==> config.mk <==
export PLATFORM = sky130hd
export DESIGN_NAME = tc_time_counter
export DESIGN_NICKNAME = d
export VERILOG_FILES = /design/src/rtl/tc_pkg.sv /design/src/rtl/tc_div.sv /design/src/rtl/tc_count.sv /design/src/rtl/tc_time_counter.sv
export SDC_FILE = /design/constraint.sdc
export NUM_CORES = 1
export LEC_CHECK = 0
export ABC_AREA = 0
export BUFFER_PORTS_ARGS = -buffer_cell sky130_fd_sc_hd__buf_2
export CAP_MARGIN = 20
export CORE_AREA = 2 2 55 57
export DETAILED_ROUTE_END_ITERATION = 8
export DIE_AREA = 0 0 57 59
export GPL_TIMING_DRIVEN = 0
export HOLD_SLACK_MARGIN = 0.03
export PLACE_DENSITY = 0.76
export SYNTH_ARGS = -nofsm -noshare
export SYNTH_HDL_FRONTEND = slang
export SYNTH_SLANG_ARGS = --single-unit
==> constraint.sdc <==
create_clock -name clk -period 2.5 [get_ports clk]
set_input_delay 0.25 -clock clk [delete_from_list [all_inputs] [get_ports clk]]
set_output_delay 0.25 -clock clk [all_outputs]
set_load 0.03 [all_outputs]
==> src/rtl/tc_pkg.sv <==
package tc_pkg;
  // Control strobes that act on the count register.
  typedef struct packed {
    logic clear;
    logic wr;
    logic wdata;
  } tc_ctl_t;

  typedef enum logic {
    MODE_NORMAL = 1'b0,
    MODE_SLOW   = 1'b1
  } tc_mode_e;
endpackage

==> src/rtl/tc_div.sv <==
// Pulse divider: emits one output pulse for every DIV input pulses.
module tc_div #(
  parameter int DIV = 4
) (
  input  logic clk,
  input  logic rst_n,
  input  logic restart,
  input  logic pulse_in,
  output logic pulse_out
);
  localparam int W = (DIV > 2) ? $clog2(DIV) : 1;
  localparam logic [W-1:0] LAST = W'(DIV - 1);
  localparam bit POW2 = ((DIV & (DIV - 1)) == 0);

  logic [W-1:0] phase;

  assign pulse_out = pulse_in && (phase == LAST);

  generate
    if (POW2) begin : g_wrap
      always_ff @(posedge clk) begin
        if (!rst_n || restart) phase <= '0;
        else if (pulse_in)     phase <= phase + 1'b1;
      end
    end else begin : g_cmp
      always_ff @(posedge clk) begin
        if (!rst_n || restart) phase <= '0;
        else if (pulse_in)     phase <= (phase == LAST) ? '0 : phase + 1'b1;
      end
    end
  endgenerate


  restart_zero_chk: assert property (@(posedge clk) disable iff (!rst_n)
    restart |=> (phase == '0));

  phase_hold_chk: assert property (@(posedge clk) disable iff (!rst_n)
    (!pulse_in && !restart) |=> $stable(phase));
endmodule

==> src/rtl/tc_count.sv <==
// Count register and slow-mode flag with wrap, clear and direct write.
module tc_count
  import tc_pkg::*;
#(
  parameter int CNT_W = 16
) (
  input  logic             clk,
  input  logic             rst_n,
  input  logic             step,
  input  tc_ctl_t          ctl,
  output logic [CNT_W-1:0] cnt,
  output tc_mode_e         mode,
  output logic             mode_chg
);
  localparam logic [CNT_W-1:0] ALL_ONES = '1;

  logic     wrap;
  tc_mode_e mode_nxt;

  assign wrap = step && !ctl.clear && (cnt == ALL_ONES);

  always_comb begin
    mode_nxt = mode;
    if (ctl.wr)    mode_nxt = tc_mode_e'(ctl.wdata);
    else if (wrap) mode_nxt = (mode == MODE_NORMAL) ? MODE_SLOW : MODE_NORMAL;
  end

  assign mode_chg = (mode_nxt != mode);

  always_ff @(posedge clk) begin
    if (!rst_n) begin
      cnt  <= '0;
      mode <= MODE_NORMAL;
    end else begin
      mode <= mode_nxt;
      if (ctl.clear)  cnt <= '0;
      else if (step)  cnt <= cnt + 1'b1;
    end
  end


  clear_zero_chk: assert property (@(posedge clk) disable iff (!rst_n)
    ctl.clear |=> (cnt == '0));

  wrap_toggle_chk: assert property (@(posedge clk) disable iff (!rst_n)
    (step && !ctl.clear && !ctl.wr && cnt == ALL_ONES) |=> (cnt == '0 && mode != $past(mode)));

  write_load_chk: assert property (@(posedge clk) disable iff (!rst_n)
    ctl.wr |=> (mode == tc_mode_e'($past(ctl.wdata))));

  unit_step_chk: assert property (@(posedge clk) disable iff (!rst_n)
    !ctl.clear |=> (cnt == $past(cnt) || cnt == CNT_W'($past(cnt) + 1'b1)));
endmodule

==> src/rtl/tc_time_counter.sv <==
module tc_time_counter
  import tc_pkg::*;
#(
  parameter int CNT_W    = 16,
  parameter int BASE_DIV = 4,
  parameter int SLOW_W   = 8,
  localparam int HALF    = CNT_W / 2
) (
  input  logic            clk,
  input  logic            rst_n,
  input  logic            tick,
  input  logic            dir_active,
  input  logic            sleep,
  input  logic            clear,
  input  logic            flag_wr,
  input  logic            flag_wdata,
  output logic [HALF-1:0] count_hi,
  output logic [HALF-1:0] count_lo,
  output logic            slow_flag
);
  localparam int SLOW_DIV = 1 << SLOW_W;

  logic             advance;
  logic             base_pulse;
  logic             slow_pulse;
  logic             step;
  logic             mode_chg;
  logic [CNT_W-1:0] cnt;
  tc_mode_e         mode;
  tc_ctl_t          ctl;

  assign advance = tick && dir_active && !sleep;
  assign ctl     = '{clear: clear, wr: flag_wr, wdata: flag_wdata};

  tc_div #(.DIV(BASE_DIV)) u_base (
    .clk(clk), .rst_n(rst_n), .restart(1'b0),
    .pulse_in(advance), .pulse_out(base_pulse)
  );

  tc_div #(.DIV(SLOW_DIV)) u_slow (
    .clk(clk), .rst_n(rst_n), .restart(mode_chg),
    .pulse_in(base_pulse && mode == MODE_SLOW), .pulse_out(slow_pulse)
  );

  assign step = (mode == MODE_SLOW) ? slow_pulse : base_pulse;

  tc_count #(.CNT_W(CNT_W)) u_cnt (
    .clk(clk), .rst_n(rst_n), .step(step), .ctl(ctl),
    .cnt(cnt), .mode(mode), .mode_chg(mode_chg)
  );

  assign count_hi  = cnt[CNT_W-1:HALF];
  assign count_lo  = cnt[HALF-1:0];
  assign slow_flag = (mode == MODE_SLOW);


  dir_hold_chk: assert property (@(posedge clk) disable iff (!rst_n)
    (!dir_active && !clear) |=> $stable({count_hi, count_lo}));

  sleep_hold_chk: assert property (@(posedge clk) disable iff (!rst_n)
    (sleep && !clear) |=> $stable({count_hi, count_lo}));

  clear_flag_chk: assert property (@(posedge clk) disable iff (!rst_n)
    (clear && !flag_wr) |=> $stable(slow_flag));
endmodule

==> flow_metrics.tcl <==
set metrics [dict create \
    firstDrtPassIters 4 \
    max_slew_margin_pct 68.25 \
    crit_type "reg -> reg" \
    grt_pass1_wl_um 5989 \
    p_total_mw 0.6768 \
    seq_area_frac_synth_pct 37.27 \
    postCtsHoldBufs 0 \
    clk_path_buf_depth 2 \
    synth_warnings 0 \
    clock_latency_ns 0.32 \
    slew_violations 0 \
    synth-seq-cells 27 \
    ios 25 \
    finish.utilization_pct 60.34 \
    dieWidth_um 57 \
    syn-num-nets 177 \
    final-hold-violation-count 0 \
    cp-startpoint "u_slow.phase[0]" \
    grtUsageTotal_pct 22.59 \
    p_switching_mw 0.1640 \
    root_buffer "clkbuf_4" \
    synth_cells 166 \
    setup_ws_ns 0.4379 \
    fillers 250 \
    place.port_buffers 24 \
    layout_common_cells "dfxtp_1 (27), buf_2 (25), nand4_1 (11), a21oi_1 (11), nand3_1 (10)" \
    cts-resized-gates 0 \
    cts-htree-levels 1 \
    switching_share_pct 24.23 \
    cts_num_sinks 27 \
    fin_crit_sh_pct 82.48 \
    r2r_cells 7 \
    finalNonFillerCells 225 \
    syn_avg_cell_area_um2 8.736 \
    ir_drop_uv 326.4 \
    drt_iter0_drc 68 \
    coreArea_mm2 0.002710 \
    p_leak_nw 0.6151 \
    netlist.top_cell.by_area "dfxtp_1" \
    vias_per_cell 6.258 \
    r2r_end "u_cnt.cnt[1]" \
    dr_total_vias 1408 \
    cts_tree "done" \
    antenna_left 0 \
    fmax_mhz 485.0 \
    wire_per_inst_um 15.31 \
    setup_viol 0 \
    dpl_cell_area_mm2 0.001609 \
    antenna_found_initial 0 \
    placed_cells 221 \
    synth_cell_types 37 \
    die_h_um 59 \
    clkPwrFrac_pct 27.9 \
    drcViolationCount 0 \
    hpwl_um 2561 \
    tns_ns 0 \
    startpoint_type "flop" \
    worst_pin_slew_ns 0.4763 \
    layout-drive-gt1-share_pct 17.53 \
    power_density_mw_per_mm2 413.8 \
    grt_pass1_vias 1396 \
    critical_path_arrival_ns 2.33 \
    cts_setup_buffers 0 \
    grt_max_degree 15 \
    hold_depth 3 \
    r2r_slack_ns 0.44 \
    die-area_mm2 0.003363 \
    initial_utilization_pct 53.51 \
    status "finished, final reports clean" \
    multi_input_area_um2 848.3 \
    path_clk_slew_ns 0.15 \
    cap_violations 0 \
    hold_slack_ns 0.1963 \
    p_comb_share_pct 7.9 \
    gp_congestion 0.8542 \
    power_frac_seq_pct 64.2 \
    num_antenna_cells 0 \
    synth_top_cell_area_share_pct 37.27 \
    pre_cts_ws_ns 0.4842 \
    crit_fanout 10 \
    synth_area_leaders "dfxtp_1 (37%), nand4_1 (4.7%), or4_1 (4.1%), a21oi_1 (3.8%), nand3_1 (3.5%)" \
    stdcell_area_mm2 0.001635 \
    p_int_mw 0.5128 \
    fin_crit_ns 2.062 \
    overflow 0 \
    cp-endpoint "u_cnt.cnt[1]" \
    numCtsBuffers 3 \
    final_common_cell "dfxtp_1" \
    syn_to_final_growth_pct 12.77 \
    drt_wl_total_um 3444 \
    hold_class "in -> reg" \
    fin_skew_ns 0.007281 \
    rsz0062_at_grt "no" \
    netlist_area_mm2 0.001450 \
    r2r_start "u_slow.phase[0]" \
    endpoint_kind "flop" \
    nets 206 \
    regArea_um2 540.5 \
    cp.required_ns 2.77 \
    num_rows 19 \
]
state kept, by name (all words and copies together) (netlist names):
| name | count |
|---|---|
| u_cnt.cnt | 16 |
| u_slow.phase | 8 |
| u_base.phase | 2 |
| u_cnt.mode | 1 |
layer usage:
layer / global-route usage (%) / up-vias / share of wire (%)
met5: 0 / - / 0
met4: 13.62 / 0 / 1.1
met3: 2.620 / 6 / 3.3
met2: 40.23 / 40 / 51
met1: 26.06 / 661 / 44
li1: - / 701 / -
power groups by stage:
stage | logic (mW) | clock network [mW] | registers (mW)
after floorplan | 0.0310 | 0 | 0.446
after global placement | 0.0504 | 0 | 0.444
after detailed placement | 0.0532 | 0 | 0.444
after CTS | 0.0530 | 0.197 | 0.435
after global routing | 0.0600 | 0.206 | 0.435
final | 0.0534 | 0.189 | 0.434
cells in the mapped netlist:
library cell and number:
dfxtp_1 27, a21oi_1 11, nand4_1 11, nand3_1 10, clkbuf_1 8, nand2_1 8, nor2_1 8, or4_1 8
o21ai_0 7, nand2b_1 6, o31ai_1 6, o311ai_0 5, o41ai_1 5, and4_1 4, xnor2_1 4, xor2_1 4
ha_1 3, inv_1 3, nor3_1 3, or3_1 3, and3_1 2, buf_4 2, mux2i_1 2, nor2b_1 2
o21a_1 2, a31oi_1 1, a41o_1 1, and2_1 1, and4b_1 1, buf_2 1, nand3b_1 1, nand4_4 1
nand4b_1 1, nand4b_2 1, nor4_1 1, o21ba_2 1, or4_4 1
final cells by class:
class	count	area share [%]
Timing Repair Buffer	24	7.345
Clock buffer	4	1.607
Multi-Input combinational cell	125	51.87
Sequential cell	27	33.05
Tap cell	31	2.372
Inverter	3	0.6886
Buffer	11	3.060
worst max-delay path: stages, from the launching register on:
cell	delay, ns
dfxtp_1	0.37
ha_1	0.24
nand3_1	0.13
o21a_1	0.19
clkbuf_1	0.34
clkbuf_1	0.41
o21ai_0	0.16
a21oi_1	0.15
worst min-delay path by stage:
stage / startpoint / slack [ns] / endpoint
after detailed placement: u_slow.phase[1] / 0.48 / u_slow.phase[1]
final: rst_n / 0.20 / u_cnt.mode
after CTS: rst_n / 0.18 / u_cnt.mode
after global placement: u_slow.phase[1] / 0.47 / u_slow.phase[1]
after floorplan: rst_n / 0.37 / u_base.phase[0]
after global routing: rst_n / 0.22 / u_base.phase[0]
kinds of logic (layout without fill, tap and decap cells):
| logic type | count (synthesis) | after routing | synth area share, % |
|---|---|---|---|
| mux | 2 | 2 | 1.381 |
| buf+inv | 14 | 42 | 4.227 |
| flops | 27 | 27 | 37.27 |
| fa+ha+maj | 3 | 3 | 2.589 |
| xor+xnor | 8 | 8 | 4.831 |
| simple gates | 73 | 73 | 31.49 |
| compound gates | 39 | 39 | 18.20 |
(Power assumes the default switching activity.)
